### src/rtl/aof_pkg.sv
package aof_pkg;

  // Data-rate selection for the serial stream
  typedef enum logic {
    RATE_FS  = 1'b0,
    RATE_2FS = 1'b1
  } rate_e;

endpackage

### src/rtl/aof_timing.sv
module aof_timing
  import aof_pkg::*;
#(
  parameter int DIV       = 5,
  parameter int SLOT_BITS = 32
) (
  input  logic                           clk_i,
  input  logic                           rst_ni,
  input  logic                           rate_i,
  input  logic                           pass_i,
  output logic [$clog2(2*SLOT_BITS)-1:0] bit_o,
  output logic                           bit_edge_o,
  output logic                           load_o,
  output rate_e                          rate_o,
  output logic                           bclk_o,
  output logic                           lrclk_o,
  output logic                           wclk_o
);

  localparam int FRAME_BITS = 2 * SLOT_BITS;
  localparam int BW         = $clog2(FRAME_BITS);
  localparam int DW         = $clog2(DIV);
  localparam int HL         = $clog2(SLOT_BITS) - 1;
  localparam int RISE       = DIV / 2;

  logic [DW-1:0] div_q, div_d;
  logic [BW-1:0] bit_q, bit_d;
  rate_e         rate_q, rate_d;
  logic          pass_q, pass_d;
  logic          div_last, frame_wrap, mid_wrap;

  // next-state
  always_comb begin
    div_last   = (div_q == DW'(DIV - 1));
    frame_wrap = div_last && (bit_q == BW'(FRAME_BITS - 1));
    mid_wrap   = div_last && (bit_q == BW'(SLOT_BITS - 1));
    div_d      = div_last ? '0 : div_q + 1'b1;
    bit_d      = bit_q + 1'b1;
    rate_d     = rate_e'(rate_i);
    pass_d     = pass_i;
  end

  // registers
  always_ff @(posedge clk_i or negedge rst_ni) begin
    if (!rst_ni) begin
      div_q  <= '0;
      bit_q  <= '0;
      rate_q <= RATE_FS;
      pass_q <= 1'b0;
    end else begin
      div_q <= div_d;
      if (div_last) begin
        bit_q <= bit_d;
      end
      if (frame_wrap) begin
        rate_q <= rate_d;
        pass_q <= pass_d;
      end
    end
  end

  assign load_o     = frame_wrap | (mid_wrap & (rate_q == RATE_2FS));
  assign bit_o      = bit_q;
  assign bit_edge_o = (div_q == '0);
  assign rate_o     = rate_q;
  assign bclk_o     = (div_q >= DW'(RISE));
  assign lrclk_o    = bit_q[BW-1];
  assign wclk_o     = ~pass_q & ~bit_q[HL];

  // mode flags only move at a frame boundary
  assert_rate_at_frame_R10: assert property (@(posedge clk_i) disable iff (!rst_ni)
    (!$stable(rate_q) || !$stable(pass_q)) |-> (bit_q == '0 && div_q == '0));

  // an LR edge lands inside the high half of a word-clock period
  assert_lr_in_word_high_R3: assert property (@(posedge clk_i) disable iff (!rst_ni)
    !$stable(lrclk_o) |-> (pass_q || wclk_o));

endmodule

### src/rtl/aof_pair_buf.sv
module aof_pair_buf #(
  parameter int SAMPLE_W = 16
) (
  input  logic                clk_i,
  input  logic                rst_ni,
  input  logic [SAMPLE_W-1:0] left_i,
  input  logic [SAMPLE_W-1:0] right_i,
  input  logic                valid_i,
  output logic                ready_o,
  input  logic                load_i,
  output logic [SAMPLE_W-1:0] left_o,
  output logic [SAMPLE_W-1:0] right_o
);

  logic                full_q, full_d;
  logic [SAMPLE_W-1:0] hold_l_q, hold_r_q;
  logic [SAMPLE_W-1:0] cur_l_q, cur_r_q;
  logic                accept, take;

  // next-state
  always_comb begin
    accept = valid_i & ~full_q;
    take   = load_i & full_q;
    full_d = full_q ? ~load_i : accept;
  end

  // registers
  always_ff @(posedge clk_i or negedge rst_ni) begin
    if (!rst_ni) begin
      full_q   <= 1'b0;
      hold_l_q <= '0;
      hold_r_q <= '0;
      cur_l_q  <= '0;
      cur_r_q  <= '0;
    end else begin
      full_q <= full_d;
      if (accept) begin
        hold_l_q <= left_i;
        hold_r_q <= right_i;
      end
      if (take) begin
        cur_l_q <= hold_l_q;
        cur_r_q <= hold_r_q;
      end
    end
  end

  assign ready_o = ~full_q;
  assign left_o  = cur_l_q;
  assign right_o = cur_r_q;

  // a held pair survives until a load point moves it out
  assert_hold_kept_R9: assert property (@(posedge clk_i) disable iff (!rst_ni)
    (full_q && !load_i) |=> (full_q && $stable(hold_l_q) && $stable(hold_r_q)));

  // the output pair moves only right after a load point
  assert_cur_on_load_R7: assert property (@(posedge clk_i) disable iff (!rst_ni)
    (!$stable(cur_l_q) || !$stable(cur_r_q)) |-> $past(load_i));

  // starved load point keeps the current pair
  assert_repeat_R8: assert property (@(posedge clk_i) disable iff (!rst_ni)
    (load_i && !full_q) |=> ($stable(cur_l_q) && $stable(cur_r_q)));

endmodule

### src/rtl/aof_serializer.sv
module aof_serializer
  import aof_pkg::*;
#(
  parameter int SAMPLE_W  = 16,
  parameter int SLOT_BITS = 32
) (
  input  logic [$clog2(2*SLOT_BITS)-1:0] bit_i,
  input  rate_e                          rate_i,
  input  logic [SAMPLE_W-1:0]            left_i,
  input  logic [SAMPLE_W-1:0]            right_i,
  output logic                           sdata_o
);

  localparam int SL   = $clog2(SLOT_BITS);
  localparam int HL   = SL - 1;
  localparam int BW   = SL + 1;
  localparam int PW   = SL + 1;
  localparam int HALF = SLOT_BITS / 2;

  logic [PW-1:0]       pos, span, lead, idx;
  logic                chan;
  logic [SAMPLE_W-1:0] word, shifted;

  always_comb begin
    if (rate_i == RATE_2FS) begin
      pos  = PW'(bit_i[HL-1:0]);
      chan = bit_i[HL];
      span = PW'(HALF);
    end else begin
      pos  = PW'(bit_i[SL-1:0]);
      chan = bit_i[BW-1];
      span = PW'(SLOT_BITS);
    end
    lead    = span - PW'(SAMPLE_W);
    idx     = span - pos - 1'b1;
    word    = chan ? right_i : left_i;
    shifted = word >> idx;
    sdata_o = (pos >= lead) ? shifted[0] : 1'b0;
  end

endmodule

### src/rtl/aud_out_fmt.sv
module aud_out_fmt
  import aof_pkg::*;
#(
  parameter int DIV       = 5,
  parameter int SLOT_BITS = 32,
  parameter int SAMPLE_W  = 16
) (
  input  logic                clk_i,
  input  logic                rst_ni,
  input  logic [SAMPLE_W-1:0] left_i,
  input  logic [SAMPLE_W-1:0] right_i,
  input  logic                valid_i,
  output logic                ready_o,
  input  logic                rate_i,
  input  logic                pass_i,
  output logic                bclk_o,
  output logic                lrclk_o,
  output logic                wclk_o,
  output logic                sdata_o
);

  localparam int BW = $clog2(2 * SLOT_BITS);

  logic                rst_meta_q, rst_sync_q;
  logic [BW-1:0]       bit_w;
  logic                edge_w, load_w;
  rate_e               rate_w;
  logic [SAMPLE_W-1:0] cur_l_w, cur_r_w;

  // reset release synchroniser
  always_ff @(posedge clk_i or negedge rst_ni) begin
    if (!rst_ni) begin
      rst_meta_q <= 1'b0;
      rst_sync_q <= 1'b0;
    end else begin
      rst_meta_q <= 1'b1;
      rst_sync_q <= rst_meta_q;
    end
  end

  aof_timing #(
    .DIV       (DIV),
    .SLOT_BITS (SLOT_BITS)
  ) u_timing (
    .clk_i      (clk_i),
    .rst_ni     (rst_sync_q),
    .rate_i     (rate_i),
    .pass_i     (pass_i),
    .bit_o      (bit_w),
    .bit_edge_o (edge_w),
    .load_o     (load_w),
    .rate_o     (rate_w),
    .bclk_o     (bclk_o),
    .lrclk_o    (lrclk_o),
    .wclk_o     (wclk_o)
  );

  aof_pair_buf #(
    .SAMPLE_W (SAMPLE_W)
  ) u_buf (
    .clk_i   (clk_i),
    .rst_ni  (rst_sync_q),
    .left_i  (left_i),
    .right_i (right_i),
    .valid_i (valid_i),
    .ready_o (ready_o),
    .load_i  (load_w),
    .left_o  (cur_l_w),
    .right_o (cur_r_w)
  );

  aof_serializer #(
    .SAMPLE_W  (SAMPLE_W),
    .SLOT_BITS (SLOT_BITS)
  ) u_ser (
    .bit_i   (bit_w),
    .rate_i  (rate_w),
    .left_i  (cur_l_w),
    .right_i (cur_r_w),
    .sdata_o (sdata_o)
  );

  // serial outputs move only with a falling bit clock
  assert_out_on_fall_R12: assert property (@(posedge clk_i) disable iff (!rst_sync_q)
    (!$stable(sdata_o) || !$stable(lrclk_o) || !$stable(wclk_o)) |-> (edge_w && !bclk_o));

endmodule

### config.mk
export PLATFORM = sky130hd
export DESIGN_NAME = aud_out_fmt
export DESIGN_NICKNAME = d
export VERILOG_FILES = /design/src/rtl/aof_pkg.sv /design/src/rtl/aof_timing.sv /design/src/rtl/aof_pair_buf.sv /design/src/rtl/aof_serializer.sv /design/src/rtl/aud_out_fmt.sv
export SDC_FILE = /design/constraint.sdc
export NUM_CORES = 1
export LEC_CHECK = 0
export BUFFER_PORTS_ARGS = -buffer_cell sky130_fd_sc_hd__buf_2
export CORE_AREA = 2 2 80 82
export CTS_BUF_LIST = sky130_fd_sc_hd__clkbuf_16
export DETAILED_ROUTE_END_ITERATION = 8
export DIE_AREA = 0 0 82 84
export GPL_ROUTABILITY_DRIVEN = 0
export PLACE_DENSITY = 0.81
export SYNTH_ARGS = -nofsm -noshare
export SYNTH_HDL_FRONTEND = slang
export SYNTH_SLANG_ARGS = --single-unit
### constraint.sdc
create_clock -name clk_i -period 2.8 [get_ports clk_i]
set_clock_uncertainty 0.1 [all_clocks]
set_input_delay 0.56 -clock clk_i [delete_from_list [all_inputs] [get_ports clk_i]]
set_output_delay 0.56 -clock clk_i [all_outputs]
set_load 0.005 [all_outputs]
# Yosys cells after proc, flatten, opt, wreduce, memory -nomap -nowiden
# Index checks and enable logic that the tools add are counted.
[word_totals] n_memories=0 out_inout_bits=5 ram_bits=0 latchBits=0 inputBits=37 regBits=78 rom_bits=0 wordCells=40
[op_classes] n_bitwise=9 reduce_logical=2 mul=0 div=0 eq_ne=3 n_shift=1 addsub=5 n_lt_le_gt_ge=2 muxes=7
[ops] operator="$mux 16" n=1
[ops] operator="$shr 16x6->1" n=1
[ops] operator="$add 6x1->6 const B" n=1
[ops] operator="$eq 6x5->1 const B" n=1
[ops] operator="$eq 6x6->1 const B" n=1
[ops] operator="$ge 6x6->1" n=1
[ops] operator="$mux 6" n=1
[ops] operator="$sub 6x1->6 const B" n=1
[ops] operator="$sub 6x5->6 const B" n=1
[ops] operator="$sub 6x6->6" n=1
[ops] operator="$mux 5" n=1
[ops] operator="$and 1x1->1" n=4
[ops] operator="$not 1->1" n=4
[ops] operator="$add 3x1->3 const B" n=1
[ops] operator="$eq 3x3->1 const B" n=1
[ops] operator="$ge 3x2->1 const B" n=1
[ops] operator="$mux 1" n=3
[ops] operator="$mux 3" n=1
[ops] operator="$logic_and 1x1->1" n=2
[ops] operator="$or 1x1->1" n=1

# Logic depth before layout (Yosys ltp)
# Gate-level depths: netlist of the first run.
[logic_depth] ltp_word=6 depth_mapped=8

# Cells and area by module
# Synthesis of the first run repeated with hierarchy kept, for this count alone.
[hier_totals] hier_cells=232 area_unflattened_um2=3385.7
[by_module_without_submodules] mod="aof_pair_buf" area_per_inst_um2=2422.3 cells_per_inst=140 seq_area_each_um2=1626.6 n_inst=1
[by_module_without_submodules] mod="aof_timing" area_per_inst_um2=536.8 cells_per_inst=46 seq_area_each_um2=275.3 n_inst=1
[by_module_without_submodules] mod="aof_serializer" area_per_inst_um2=372.9 cells_per_inst=43 seq_area_each_um2=0.0 n_inst=1
[by_module_without_submodules] mod="aud_out_fmt" area_per_inst_um2=53.8 cells_per_inst=3 seq_area_each_um2=50.0 n_inst=1

# Worst setup path before layout of the first run
# No wires, ideal clock.
[synth_timing] kind="flip-flop to output port" from="register u_timing.rate_q (netlist: u_timing.rate_o)" to="output port sdata_o" t_arrival_ps=1525 stages_incl_launch_ff=6 setup_slack_ps=615 cell_sequence="dfrtp_1 > mux2i_4 > mux2_4 > or3_1 > o211ai_2 > nand3_2"
[synth_via] elab_chain_len=5 word_cells_on_any_way=10 cone_classes="3 x add/sub; 1 x order compare; 1 x shift; 5 x mux"
[synth_lines] item="start, declared" line_no="aof_timing.sv:28" source="rate_e rate_q, rate_d;"
[synth_lines] item="start signal, assigned" line_no="aof_timing.sv:56" source="rate_q <= rate_d;"
[synth_lines] item="$mux 6 / $mux 5 (equally long branches)" line_no="aof_serializer.sv:25" source="if (rate_i == RATE_2FS) begin"
[synth_lines] item="$sub 6x6->6" line_no="aof_serializer.sv:35" source="idx = span - pos - 1'b1;"
[synth_lines] item="$sub 6x1->6" line_no="aof_serializer.sv:35"
[synth_lines] item="$shr 16x6->1" line_no="aof_serializer.sv:37" source="shifted = word >> idx;"
[synth_lines] item="$mux 1 (*)" line_no="aof_serializer.sv:38" source="sdata_o = (pos >= lead) ? shifted[0] : 1'b0;"
[synth_lines] item="end, declared" line_no="aud_out_fmt.sv:19" source="output logic sdata_o"
# Every way passes the cells marked *; elsewhere a longest branch is shown, timed or not.

# Final worst setup path of the first run
# Same ends and word-level chain as after synthesis.

==> flow_metrics.tcl, run 1 <==
set metrics [dict create \
    async_reset_ff_frac 1.00 \
    worstSetupPathType "reg2out" \
    cts.sink_count 78 \
    clkPwrFrac 0.440 \
    outcome "finished clean" \
    die_height_um 84 \
    ant_nets 0 \
    antennaDiodeCount 0 \
    avgSynthCellArea_um2 14.7 \
    grt_first_pass_wirelength_mm 9.82 \
    hold_class "reg2async" \
    syn2layout_area_growth_pct 18.3 \
    ff2ff_path_depth 6 \
    cellLeakagePower_nw 1.93 \
    rsz0062_at_grt "false" \
    antenna_found_initial 0 \
    final_cell_mix "dfrtp_1 (74), mux2_2 (67), buf_2 (41)" \
    final_common_cell "dfrtp_1" \
    via_count 1944 \
    multi_input_area_um2 1300 \
    synth_top_area_cell "dfrtp_1" \
    p_per_area_nw_per_um2 625 \
    reg2reg_slack_ps 800 \
    routed_wl_mm 5.74 \
    ir_drop_mv 0.434 \
    post_synth_num_cell_types 36 \
    hold_slack_ps 213 \
    grt_pass1_vias 2056 \
    fin_crit_sh 0.977 \
    arrival_ps 2080 \
    cts.clk_slew.worst_paths_ps 60 \
    synth_top_area_share 0.586 \
    grt_overflow 0 \
    synth_flop_cell "dfrtp_1" \
    die_area_um2 6890 \
    cts_tree "done" \
    vias_per_cell 5.46 \
    p_comb_frac 0.049 \
    timing.rr.start "u_timing.div_q[0]" \
    crit_start "u_timing.rate_o" \
    clk_path_buf_depth 2 \
    max_freq_ghz 0.366 \
    worst_pin_slew_ps 691 \
    crit_family "multiplexers" \
    syn_nets 268 \
    worst_setup_path_end_kind "primary output" \
    root_buffer "clkbuf_16" \
    grt_usage 0.192 \
    h-tree-depth 3 \
    drt_pass1_iterations 4 \
    first_iter_violations 111 \
    cp.depth 7 \
    worst_setup_path_start_kind "flip-flop" \
    critical_path.max_stage_delay_ps 420 \
    clock_latency_ps 330 \
    cp.required_ps 2140 \
    period_needed_ps 2740 \
    dp_hpwl_mm 3.99 \
    numCtsBuffers 9 \
    power.switching_uw 502 \
    crit_buf_inv 2 \
    grt_max_degree 47 \
    layout-drive-gt1-share 0.495 \
    rows 29 \
    crit_path_end "sdata_o" \
    setup_tns_ps 0 \
    drv_cap 0 \
    core_area_um2 6100 \
    start_util 0.547 \
    die-width_um 82 \
    ys_seq_elements 78 \
    finalHoldViolations 0 \
    synthCells 227 \
    ys_warn_count 0 \
    intPower_mw 1.96 \
    r2r_end "u_buf.right_o[11]" \
    relSlewSlack 0.540 \
    yosys-top-cells-area "dfrtp_1 (59%), mux2_2 (23%), mux2i_1 (2.1%)" \
    routed_wire_length_per_instance_um 16.1 \
    drv_slew 0 \
    pwr-share-seq 0.511 \
    crit_chain "mux2i_4 -> buf_12 -> mux2_4 -> or3_1 -> o211ai_2 -> nand3_2 -> buf_2" \
    synth_area_um2 3330 \
    fill_cells 462 \
    drc 0 \
    slowest_stage "dfrtp_2" \
    yosysSeqAreaShare 0.586 \
    setup_viol 0 \
    p_sw_frac 0.204 \
    critPathMaxFanout 9 \
    synth_edf_count 0 \
    seq_area_um2 1960 \
    portBuffers 41 \
    io_pins 42 \
    nNetsFinal 315 \
]
[sequential cells by signal, indices dropped and copies added, names as in the netlist]
signal / flops
u_timing.div_q: 3
rst_meta_q: 1
u_timing.rate_o: 1
u_timing.pass_q: 1
u_buf.left_o: 16
u_buf.full_q: 1
rst_sync_q: 1
u_buf.right_o: 16
u_timing.bit_o: 6
u_buf.hold_l_q: 16
u_buf.hold_r_q: 16
[cell type report]
cell class,count,area share
sequential,78,0.497
multi-input combinational,131,0.329
timing repair buffer,49,0.0743
clock buffer,9,0.0571
tap,77,0.0244
clock inverter,7,0.0140
inverter,5,0.00476
[cells by family after synthesis]
kind of cell    Yosys count  share of synthesized area
buf+inv                  18                     0.0278
mux                      81                      0.288
xor+xnor                  5                     0.0131
flops                    78                      0.586
other cells               1                    0.00113
fa+ha+maj                 4                     0.0150
compound gates           11                     0.0244
simple gates             29                     0.0447
[stage by stage]
| stage | worst slack [ps] | area (um2) | util | power, mW | cells |
|---|---|---|---|---|---|
| floorplan | 367 | 3330 | - | 1.34 | 227 |
| finish | 64.5 | 3940 | 0.647 | 2.46 | 356 |
| detailed placement | 240 | 3620 | 0.594 | 1.40 | 337 |
| CTS | 14.8 | 3940 | 0.646 | 2.49 | 356 |
| global placement | 312 | 3620 | 0.594 | 1.39 | 337 |
| global route | 5.32 | 3940 | 0.647 | 2.57 | 356 |
[worst min path at each step]
stage / startpoint / endpoint / slack, ps
5_1_grt: rst_sync_q / u_buf.hold_r_q[6] / 270
3_3_place_gp: rst_sync_q / u_buf.hold_l_q[7] / 230
3_5_place_dp: rst_sync_q / u_buf.hold_r_q[5] / 230
6_report: rst_sync_q / u_buf.hold_l_q[4] / 210
2_1_floorplan: rst_ni / rst_meta_q / 160
4_1_cts: rst_sync_q / u_buf.hold_r_q[5] / 230
[synth_stat cells, drive strengths merged (3+ instances only)]
library cell and number:
dfrtp 78, mux2 70, nor2 10, buf 9
mux2i 8, inv 5, nand2 5, clkbuf 4
ha 4, nand3 4, mux4 3, nand4 3
o21ai 3, xnor2 3
[layer usage]
metal  global-route usage  share of wire
met1                0.254           0.43
met2                0.302           0.51
met3               0.0552          0.043
met4               0.0682          0.016
met5                    0              0
[power groups by stage]
stage | clock network (mW) | logic, mW | registers (mW)
after floorplan | 0 | 0.0738 | 1.27
after global placement | 0 | 0.116 | 1.28
after detailed placement | 0 | 0.123 | 1.28
after global routing | 1.16 | 0.137 | 1.27
final | 1.08 | 0.122 | 1.26
after CTS | 1.11 | 0.125 | 1.26
[repair_timing]
action | CTS | global route
gates resized for setup | 1 | 2
hold endpoints to repair | 2 | 0
hold buffers | 1 | 0
endpoints found under the setup margin | 1 | 1
gates cloned | 0 | 0
buffers inserted | 2 | 0
(Power assumes the default switching activity.)
==> run 2: changes to the inputs <==
ABC_AREA = 1   (was unset)
CORE_AREA = 2 2 81 83   (was 2 2 80 82)
DIE_AREA = 0 0 83 85   (was 0 0 82 84)
GPL_TIMING_DRIVEN = 0   (was unset)
==> run 2 against run 1 <==
Net effect:
- combinational power increased by 6%
- critical path depth is 7 higher
- design area rose by 4.0%
- worst setup slack better by 140 ps
- sequential share of layout area is 2.0 points lower
- count of clock-buffer cells in the layout unchanged
- first-iteration DRC count rose by 72%
- total power down 0.86%
- critical endpoint unchanged
- largest power group unchanged
==> flow_metrics.tcl, run 2 <==
set metrics [dict create \
    outcome "finished clean" \
    core_area_um2 6200 \
    seq_area_um2 1960 \
    multi_input_area_um2 1210 \
    async_reset_ff_frac 1.00 \
    final_cell_mix "dfrtp_1 (77), nand2_1 (74), inv_1 (45)" \
    synth_flop_cell "dfrtp_1" \
    drt_pass1_iterations 4 \
    synth_edf_count 0 \
    drv_cap 0 \
    synth_top_area_cell "dfrtp_1" \
    grt_overflow 0 \
    portBuffers 41 \
    max_freq_ghz 0.385 \
    die_height_um 85 \
    synth_area_um2 3450 \
    vias_per_cell 5.10 \
    drc 0 \
    antennaDiodeCount 0 \
    cellLeakagePower_nw 2.09 \
    clkPwrFrac 0.454 \
    synth_top_area_share 0.566 \
    power.switching_uw 534 \
    cp.required_ps 2140 \
    fill_cells 490 \
    p_per_area_nw_per_um2 596 \
    ys_seq_elements 78 \
    via_count 2626 \
    pre_cts_slack_ps 513 \
    synthCells 378 \
    grt_usage 0.208 \
    arrival_ps 1940 \
    die-width_um 83 \
    clk_path_buf_depth 2 \
    period_needed_ps 2600 \
    cts_tree "done" \
    start_util 0.556 \
    die_area_um2 7060 \
    p_sw_frac 0.219 \
    yosysMostFrequentCell "dfrtp_1" \
    ff2ff_path_depth 11 \
    grt_pass1_vias 2597 \
    drv_slew 0 \
    crit_path_end "sdata_o" \
    routed_wire_length_per_instance_um 13.2 \
    dp_hpwl_mm 4.83 \
    timing.rr.start "u_timing.div_q[1]" \
    p_comb_frac 0.053 \
    pwr-share-seq 0.493 \
    io_pins 42 \
    hold_class "reg2async" \
    ant_nets 0 \
    yosys-top-cells-area "dfrtp_1 (57%), nand2_1 (8.3%), o21ai_2 (5.6%)" \
    intPower_mw 1.91 \
    fin_area_um2 4100 \
    rsz0062_at_grt "false" \
    setup_viol 0 \
    syn2layout_area_growth_pct 18.9 \
    clock_latency_ps 340 \
    fin_crit_sh 0.928 \
    worst_setup_path_end_kind "primary output" \
    yosysSeqAreaShare 0.566 \
    routed_wl_mm 6.80 \
    setup_slack_ps 203 \
    h-tree-depth 3 \
    total_power_mw 2.44 \
    worst_setup_path_start_kind "flip-flop" \
    layout-drive-gt1-share 0.226 \
    antenna_found_initial 0 \
    post_synth_num_cell_types 24 \
    cts.sink_count 78 \
    crit_start "u_timing.bit_o[4]" \
    finalHoldViolations 0 \
    rows 29 \
    cts.clk_slew.worst_paths_ps 60 \
    root_buffer "clkbuf_16" \
    syn_nets 419 \
    first_iter_violations 191 \
    numPlacedInstances 497 \
    grt_max_degree 65 \
    fin_util 0.661 \
    numCtsBuffers 9 \
    grt_first_pass_wirelength_mm 11.4 \
    reg2reg_slack_ps 800 \
    instances_no_fill 515 \
    ys_warn_count 0 \
    critPathMaxFanout 10 \
    ir_drop_mv 0.470 \
    nNetsFinal 474 \
    avgSynthCellArea_um2 9.13 \
    ys_top_cells_by_count "dfrtp_1 (78), nand2_1 (76), inv_1 (44), nor2_1 (39), nand3_1 (36)" \
    final_common_cell "dfrtp_1" \
    r2r_end "u_buf.full_q" \
    worstSetupPathType "reg2out" \
    place_area_um2 3780 \
]
[run 2: worst max-delay path, stage by stage (launching register included)]
cell      delay (ps)
dfrtp_1          350
clkbuf_4         170
nand2_1          140
buf_4            180
nand3_1           90
nand3_1           90
nand2_1           50
nand2_1           50
nand2_1           50
inv_1             40
nand2_1           50
nand2_1           50
nand2_1           50
nor2_1           120
buf_2            130
[run 2: logic make-up (layout without fill, tap and decap cells)]
group / Yosys count / count (layout) / share of synthesized area
AO/OA/AOI/OAI: 68 / 68 / 0.123
XOR/XNOR: 6 / 6 / 0.0152
adder cells (fa/ha/maj): 4 / 4 / 0.0145
buffers and inverters: 64 / 124 / 0.0860
flip-flops: 78 / 78 / 0.566
multiplexers: 1 / 1 / 0.00326
other: 1 / 1 / 0.00109
AND/OR/NAND/NOR: 156 / 156 / 0.192
[run 2: worst min-delay path by stage]
stage | end | cells after the start
2_1_floorplan | rst_meta_q | 0
3_3_place_gp | rst_sync_q | 0
3_5_place_dp | u_buf.hold_l_q[7] | 0
4_1_cts | u_buf.hold_l_q[7] | 0
5_1_grt | u_buf.hold_l_q[7] | 0
6_report | u_buf.hold_l_q[7] | 0
[run 2: power groups by stage]
| stage | registers [mW] | clock network (mW) | logic (mW) |
|---|---|---|---|
| detailed placement | 1.22 | 0 | 0.130 |
| global placement | 1.24 | 0 | 0.102 |
| finish | 1.20 | 1.11 | 0.129 |
| CTS | 1.20 | 1.12 | 0.132 |
| floorplan | 1.23 | 0 | 0.0653 |
| global route | 1.21 | 1.17 | 0.147 |
[run 2: through the flow]
stage / hold slack (ps) / setup TNS (ps)
finish: 74.6 / 0
global route: 88.5 / 0
CTS: 79.2 / 0
detailed placement: 73.8 / 0
global placement: 238 / -24000
floorplan: 164 / 0
[run 2: repair_timing]
item	CTS	global route
gates resized for setup	0	7
hold buffers	1	0
buffers inserted	0	1
setup endpoints to repair	0	1
endpoints found under the hold margin	2	0
[run 2: final cells by class]
type,count,share of cell area
buffer,18,0.0320
clock buffer,9,0.0549
clock inverter,7,0.0140
inverter,46,0.0433
multi-input combinational,236,0.294
sequential,78,0.477
tap,77,0.0235
timing repair buffer,44,0.0610
[run 2: metal layers]
layer  wire length, um  track usage
met5                 0            0
met4               194        0.116
met3               212       0.0418
met2              3380        0.348
met1              3020        0.255
